## src/rtl/sha1_pkg.sv

```systemverilog
package sha1_pkg;
    localparam int WORD_W    = 32;
    localparam int BLK_WORDS = 16;
    localparam int N_ROUNDS  = 80;
    localparam int CNT_W     = $clog2(N_ROUNDS);
    localparam int FOLD_LOW  = N_ROUNDS - BLK_WORDS + 1;

    typedef logic [WORD_W-1:0] word_t;
    typedef logic [CNT_W-1:0]  rnd_t;

    typedef struct packed {
        word_t a;
        word_t b;
        word_t c;
        word_t d;
        word_t e;
    } vars_t;

    typedef enum logic [1:0] {
        PH_LOAD = 2'd0,
        PH_RUN  = 2'd1,
        PH_FOLD = 2'd2
    } phase_t;

    localparam vars_t INIT_VARS = '{
        a: 32'h67452301,
        b: 32'hEFCDAB89,
        c: 32'h98BADCFE,
        d: 32'h10325476,
        e: 32'hC3D2E1F0
    };

    function automatic word_t rotl(word_t x, int unsigned n);
        return (x << n) | (x >> (WORD_W - n));
    endfunction

    // round constant chosen by round group
    function automatic word_t round_k(rnd_t t);
        if (t < rnd_t'(20))      return 32'h5A827999;
        else if (t < rnd_t'(40)) return 32'h6ED9EBA1;
        else if (t < rnd_t'(60)) return 32'h8F1BBCDC;
        else                     return 32'hCA62C1D6;
    endfunction

    // choose / parity / majority by round group
    function automatic word_t round_f(rnd_t t, word_t b, word_t c, word_t d);
        if (t < rnd_t'(20))      return (b & c) | (~b & d);
        else if (t < rnd_t'(40)) return b ^ c ^ d;
        else if (t < rnd_t'(60)) return (b & c) | (b & d) | (c & d);
        else                     return b ^ c ^ d;
    endfunction
endpackage

```

## src/rtl/sha1_msg_expand.sv

```systemverilog
module sha1_msg_expand
    import sha1_pkg::*;
(
    input  logic  clk,
    input  logic  rst,
    input  logic  shift_en,
    input  logic  use_ext,
    input  word_t ext_word,
    output word_t wt
);
    word_t win [BLK_WORDS];

    // win[BLK_WORDS-1] is W(t-1), win[0] is W(t-16)
    always_comb begin
        if (use_ext) wt = ext_word;
        else         wt = rotl(win[BLK_WORDS-3] ^ win[BLK_WORDS-8] ^
                               win[BLK_WORDS-14] ^ win[0], 1);
    end

    for (genvar i = 0; i < BLK_WORDS; i++) begin : g_win
        always_ff @(posedge clk) begin
            if (rst) begin
                win[i] <= '0;
            end else if (shift_en) begin
                if (i == BLK_WORDS - 1) win[i] <= wt;
                else                    win[i] <= win[(i + 1) % BLK_WORDS];
            end
        end
    end
endmodule

```

## src/rtl/sha1_round_logic.sv

```systemverilog
module sha1_round_logic
    import sha1_pkg::*;
(
    input  rnd_t  t,
    input  vars_t cur,
    input  word_t wt,
    output vars_t nxt
);
    word_t kt;
    word_t ft;
    word_t temp;

    always_comb begin
        kt    = round_k(t);
        ft    = round_f(t, cur.b, cur.c, cur.d);
        temp  = rotl(cur.a, 5) + ft + cur.e + kt + wt;
        nxt.a = temp;
        nxt.b = cur.a;
        nxt.c = rotl(cur.b, 30);
        nxt.d = cur.c;
        nxt.e = cur.d;
    end
endmodule

```

## src/rtl/sha1_feedfwd.sv

```systemverilog
module sha1_feedfwd
    import sha1_pkg::*;
(
    input  logic  clk,
    input  logic  rst,
    input  logic  load_init,
    input  logic  fold,
    input  vars_t work,
    output vars_t chain,
    output vars_t folded
);
    always_comb begin
        folded.a = chain.a + work.a;
        folded.b = chain.b + work.b;
        folded.c = chain.c + work.c;
        folded.d = chain.d + work.d;
        folded.e = chain.e + work.e;
    end

    always_ff @(posedge clk) begin
        if (rst)            chain <= INIT_VARS;
        else if (load_init) chain <= INIT_VARS;
        else if (fold)      chain <= folded;
    end
endmodule

```

## src/rtl/sha1_core.sv

```systemverilog
module sha1_core
    import sha1_pkg::*;
(
    input  logic         clk,
    input  logic         rst,
    input  logic         in_valid,
    output logic         in_ready,
    input  logic [31:0]  in_data,
    input  logic         in_first,
    input  logic         in_last,
    output logic         done,
    output logic [159:0] digest
);
    localparam rnd_t LAST_EXT = rnd_t'(BLK_WORDS - 1);
    localparam rnd_t LAST_RND = rnd_t'(N_ROUNDS - 1);

    phase_t phase;
    rnd_t   t;
    vars_t  work;
    vars_t  cur;
    vars_t  nxt;
    vars_t  chain;
    vars_t  folded;
    word_t  wt;
    logic   last_q;
    logic   accept;
    logic   restart;
    logic   step;

    assign in_ready = (phase == PH_LOAD);
    assign accept   = in_valid && in_ready;
    assign restart  = accept && (t == '0) && in_first;
    assign step     = accept || (phase == PH_RUN);
    assign cur      = restart ? INIT_VARS : work;
    assign digest   = chain;

    sha1_msg_expand u_expand (
        .clk      (clk),
        .rst      (rst),
        .shift_en (step),
        .use_ext  (phase == PH_LOAD),
        .ext_word (in_data),
        .wt       (wt)
    );

    sha1_round_logic u_round (
        .t   (t),
        .cur (cur),
        .wt  (wt),
        .nxt (nxt)
    );

    sha1_feedfwd u_ff (
        .clk       (clk),
        .rst       (rst),
        .load_init (restart),
        .fold      (phase == PH_FOLD),
        .work      (work),
        .chain     (chain),
        .folded    (folded)
    );

    always_ff @(posedge clk) begin
        if (rst) begin
            phase  <= PH_LOAD;
            t      <= '0;
            work   <= INIT_VARS;
            last_q <= 1'b0;
            done   <= 1'b0;
        end else begin
            done <= 1'b0;
            unique case (phase)
                PH_LOAD: begin
                    if (accept) begin
                        work <= nxt;
                        t    <= t + rnd_t'(1);
                        if (t == LAST_EXT) begin
                            last_q <= in_last;
                            phase  <= PH_RUN;
                        end
                    end
                end
                PH_RUN: begin
                    work <= nxt;
                    if (t == LAST_RND) begin
                        t     <= '0;
                        phase <= PH_FOLD;
                    end else begin
                        t <= t + rnd_t'(1);
                    end
                end
                PH_FOLD: begin
                    work  <= folded;
                    done  <= last_q;
                    phase <= PH_LOAD;
                end
                default: phase <= PH_LOAD;
            endcase
        end
    end
endmodule

```

## config.mk

```make
export PLATFORM = sky130hd
export DESIGN_NAME = sha1_core
export DESIGN_NICKNAME = d
export VERILOG_FILES = /design/src/rtl/sha1_pkg.sv /design/src/rtl/sha1_msg_expand.sv /design/src/rtl/sha1_round_logic.sv /design/src/rtl/sha1_feedfwd.sv /design/src/rtl/sha1_core.sv
export SDC_FILE = /design/constraint.sdc
export NUM_CORES = 2
export LEC_CHECK = 0
export BUFFER_PORTS_ARGS = -buffer_cell sky130_fd_sc_hd__buf_2
export CORE_MARGIN = 1.5
export CORE_UTILIZATION = 40
export DETAILED_ROUTE_END_ITERATION = 10
export PLACE_DENSITY = 0.57
export SETUP_SLACK_MARGIN = 0.5
export SLEW_MARGIN = 0
export SYNTH_ARGS = -nofsm -noshare
export SYNTH_HDL_FRONTEND = slang
export SYNTH_HIERARCHICAL = 1
export SYNTH_SLANG_ARGS = --single-unit
```

## constraint.sdc

```tcl
create_clock -name clk -period 10.3 [get_ports clk]
set_clock_uncertainty 0.05 [all_clocks]
set_input_delay 1.545 -clock clk [delete_from_list [all_inputs] [get_ports clk]]
set_output_delay 1.545 -clock clk [all_outputs]
set_load 0.005 [all_outputs]
```

## Word level (Yosys, flattened, before mapping)

Memory sizes are Yosys's and may differ from the RTL's.
Index checks and enable logic that the tools add are counted.

| word-level totals | value |
|---|---|
| bits in registers | 331 |
| bits in writable memories | 512 |
| output and inout bits | 162 |
| memories | 1 |

| operators by class | value |
|---|---|
| add/subtract/negate cells | 10 |
| $lt $le $gt $ge | 3 |
| equality and inequality tests | 7 |
| muxes and demuxes | 38 |
| bitwise logic cells | 33 |
| reductions and logical operators | 14 |

Memory list:

| memory | depth | bits a word | rd ports | clocked after memory_dff | write ports | line | RTL |
|---|---|---|---|---|---|---|---|
| u_expand.win | 16 | 32 | 16 | 0 | 16 | sha1_msg_expand.sv:11 | `word_t win [BLK_WORDS];` |

Operators with widths:

| kind | count |
|---|---|
| two-way mux 32 bit | 22 |
| case mux 160 bit (3 select lines) | 1 |
| two-way mux 160 bit | 2 |
| adder 32 bit | 9 |
| XOR 32 bit | 5 |
| bitwise AND 32 bit | 4 |
| bitwise OR 32 bit | 3 |
| inverter 32 bit | 1 |
| bitwise OR 32 x 1 -> 32 bit | 1 |
| bitwise OR 32 x 30 -> 32 bit | 1 |
| bitwise OR 32 x 5 -> 32 bit | 1 |
| two-way mux 31 bit | 1 |
| bitwise OR 1 bit | 16 |
| < comparator 7 x 6 -> 1 bit, second input constant | 2 |
| two-way mux 7 bit | 2 |
| case mux 7 bit (2 select lines) | 1 |
| adder 7 x 1 -> 7 bit, second input constant | 1 |
| == test 7 x 4 -> 1 bit, second input constant | 1 |
| == test 7 bit, second input constant | 1 |
| logical NOT 7 bit | 1 |
| < comparator 7 x 5 -> 1 bit, second input constant | 1 |
| two-way mux 2 bit | 3 |
| != test 2 x 1 -> 1 bit, second input constant | 3 |
| AND reduction 3 bit | 2 |
| 12 further kinds | 20 |

## Longest topological paths before layout

| logic depth | value |
|---|---|
| word-level depth | 17 |
| gate-level depth with buffers | 27 |

## Cells and area by module

Netlist, hierarchy kept.

Modules (own cells, without submodules):

| module | times used | cells each | area each (µm²) | seq. area each (µm²) |
|---|---|---|---|---|
| sha1_msg_expand | 1 | 1290 | 20246.9 | 15374.7 |
| sha1_feedfwd | 1 | 1741 | 13912.1 | 3203.1 |
| sha1_core | 1 | 1152 | 8929.8 | 3423.3 |
| sha1_round_logic | 1 | 841 | 6932.9 | 0.0 |

## Worst setup path before layout

OpenSTA, ideal clock, no wires.

| timing | value |
|---|---|
| path type | input -> register |
| start point | input in_valid |
| end point | memory u_expand/win[0][0] (netlist bit), enable pin |
| setup time | 667 ps |
| arrival | 7937 ps |
| setup slack | 1646 ps |
| stages | 4 |
| path buffers | 1 |
| path through | o21bai_1 buf_2 inv_1 or2_2 |

RTL lines:

| item | line | RTL |
|---|---|---|
| from (decl) | sha1_core.sv:6 | `input logic in_valid,` |
| to (decl) | sha1_msg_expand.sv:11 |  |

==> results.md <==
- Outcome: complete, but fails checks
- Failing checks: DRC
- Seq/Total Area, Yosys: 0.4398
- Syn_nets: roughly 5.4k
- Ys flop type: edfxtp_1
- Largest net degree at the start of global routing: 280
- Kind of critical path: in2reg
- Post-Syn Instances: ~5.0k
- Final Cycle Share: 0.7131
- Yosys top cell area share: 0.3074
- Initial antenna violation count: 12
- Die area: between 100000 and 150000 sq um
- Drt first-iter violations: slightly above 4k
- Layout cell share with drive strength beyond 1: 0.09581
- Via/cell ratio: 5.550
- IO Pins: between 150 and 200
- FMAX: between 100 and 150 MHz
- Fin crit period: 7345 ps
- Startpoint Class: primary input
- CP max stage delay: between 500 and 600 ps
- First-pass GRT wire length: ~220000 um
- Reg clk slew, reported paths: roughly 60 ps
- Worst hold-check path type: reg2reg
- Crit Path Max Fanout: 47
- Die width: about 360 um
- CP required: 10880 ps
- DR WL/cell: ~22 um
- Core box area: approximately 120000 sq um
- Leading area contributor after synthesis: edfxtp_1
- Initial core utilization: 0.4035
- Synth cell types: between 100 and 150
- Post CTS Setup Buffer Count: 0
- CP Buf/Inv Count: 3
- Mapped Area: approximately 50000 sq um
- Top Family by Delay on Critical Path: compound AO/OA/AOI/OAI gates
- # nets final: 5309
- Core Util, Final: 0.4383
- Htree depth: 3
- Vias in the first global route: roughly 35k
- Pins Over Slew Limit: 0
- Post-DRT Antenna Nets: 0
- Final routed DRC violation total: 14
- Grt ovf: 0
- Worst VDD drop: approximately 140 uV
- Pwr Total: between 10000 and 15000 uW
- Slew HR: 0.1607
- Slowest cell on crit path: o311ai_1
- Drt first pass iters: 9
- CTS Hold Bufs: 0
- CP cell instances: buf_2, nor2b_1, nand4_4, buf_4, and2_1, fa_1, a221oi_1, fa_1, inv_1, fa_1, ha_1, ha_1, a21o_1, a211oi_2, o21ai_1, o311ai_1, or3_4, a21boi_2, o311ai_2, nor2_1, o311ai_1
- Max cap viols: 0
- RSZ-0062 raised after global routing: no
- Syn_area_per_cell: 9.957 sq um
- Worst setup EP type: flip-flop
- Via count: approximately 37k
- Yosys warns: 6
- Port bufs: approximately 200
- RePlAce Congestion: about 0.94
- HPWL after DPL: between 100000 and 150000 um
- Critical path data arrival time: between 7000 and 8000 ps
- Tot GR Track Use: 0.2319
- Fin. Hold Viols: 0
- Final WL: ~150000 um
- Die height: 356.6 um
- FF+latch count, synth: 843
- Post-CTS sizing: 0
- PwrDens: between 200 and 250 nW/um^2
- EDFF count, synth: approximately 510
- Most used cell, CP: fa_1
- Floorplan row count: around 130
- Leading post-synthesis cells by cell area: edfxtp_1 31%, dfxtp_1 13%, and2_1 7.3%
- Setup TNS: 0 ps
- Worst Tran Pin Value: between 1000 and 1500 ps
- Worst-Skew Late Latency: ~720 ps
- Leakage: around 0.022 uW
- Clk sinks: ~840
- Fillers: roughly 12k
- CTS root buffer: clkbuf_16
- Area growth syn-to-layout: 8.612%
- Max clock buf depth: 3
- Final setup violation count: 0
- Post-synthesis async set-or-reset flop share: 0
- TritonCTS buffer count: just under 100
- CTS tree: built
==> cells by family after synthesis <==
group,count (synthesis),synth area share
compound gates,1104,0.1501
xor+xnor,279,0.04928
fa+ha+maj,319,0.09735
buf+inv,663,0.06588
flops,843,0.4398
mux,115,0.02301
simple gates,1701,0.1746
==> layout by cell type (no fill, tap or decap), types with 94 or more instances in the layout <==
master     synthesis  layout
a21oi_1          319     319
edfxtp_1         512     512
fa_1             117     117
clkbuf_16          0      99
xor2_1           120     120
buf_2             53     197
and2_1           583     582
mux2i_1          115     115
inv_1            256     255
nand2_1          331     330
xnor2_1          157     157
dfxtp_1          331     331
ha_1             202     202
nor2_1           435     434
nand2b_1          94      94
o21ai_0          228     228
==> metrics by stage <==
step	hold WS [ps]	worst slack [ps]	instance area, sq um	std cells
2_1_floorplan	367.9	1646	50020	5024
3_3_place_gp	390.4	2326	51090	6491
3_5_place_dp	389.8	2272	51090	6491
4_1_cts	402.7	3016	54320	6668
5_1_grt	417.3	2638	54320	6668
6_report	404.4	2955	54330	6673
==> report_power, final <==
part           internal (uW)  switching [uW]
Sequential              3820             202
Combinational           1370            2270
Clock                   2030            1490
Total                   7210            3960
==> worst min-delay path, cell delays in order, from the launching register on <==
cell     delay (ps)
dfxtp_1         300
nand2_1          60
nor2_1           50
==> cell usage after synthesis (19+ instances only) <==
| cell | instances |
|---|---|
| nor3_1 | 44 |
| o21a_1 | 21 |
| buf_2 | 53 |
| o211ai_1 | 20 |
| a31oi_1 | 25 |
| buf_4 | 142 |
| clkbuf_2 | 48 |
| o21ai_1 | 22 |
| o21ai_0 | 228 |
| and2_1 | 583 |
| a21oi_1 | 319 |
| mux2i_1 | 115 |
| xor2_1 | 120 |
| a221o_1 | 19 |
| edfxtp_1 | 512 |
| nand3_1 | 59 |
| o311ai_1 | 84 |
| nand2_1 | 331 |
| dfxtp_1 | 331 |
| nor2_1 | 435 |
| nor2b_1 | 31 |
| ha_1 | 202 |
| buf_1 | 23 |
| a311oi_1 | 74 |
| and3_1 | 24 |
| inv_1 | 256 |
| nand2b_1 | 94 |
| xnor2_1 | 157 |
| fa_1 | 117 |
| a21o_1 | 85 |
| clkbuf_1 | 120 |
| o21bai_1 | 29 |
==> area by class of cell <==
cell class                      count  area, sq um  area share
Antenna cell                        5        12.51   0.0002303
Clock buffer                      132         2711     0.04991
Clock inverter                     45        518.0    0.009534
Inverter                          260        992.2     0.01826
Multi-Input combinational cell   3518        24770      0.4558
Sequential cell                   843        22000      0.4050
Tap cell                         1637         2048     0.03770
Timing Repair Buffer              233         1281     0.02358
==> final timing paths <==
check / from / endpoint / slack [ps] / cells after the start
max: in_valid / work[157] / 2960 / 21
min: last_q / done / 400 / 2
max reg2reg: phase[1] / work[157] / 3180 / 20
min reg2reg: last_q / done / 400 / 2
==> sequential cells by signal, indices dropped and copies added (netlist names) <==
name and cells:
u_ff/chain 160, u_expand/win 512, last_q 1, phase 2
done 1, work 160, t 7
==> routing by layer <==
metal | track usage | up-vias | wire [um]
met5 | 0 | - | 27
met4 | 0.09191 | 4 | 6402
met1 | 0.3320 | 18196 | 68470
met3 | 0.04159 | 275 | 10060
li1 | - | 17335 | -
met2 | 0.3455 | 1226 | 64890
No activity file was read; power rests on OpenSTA's default activity.
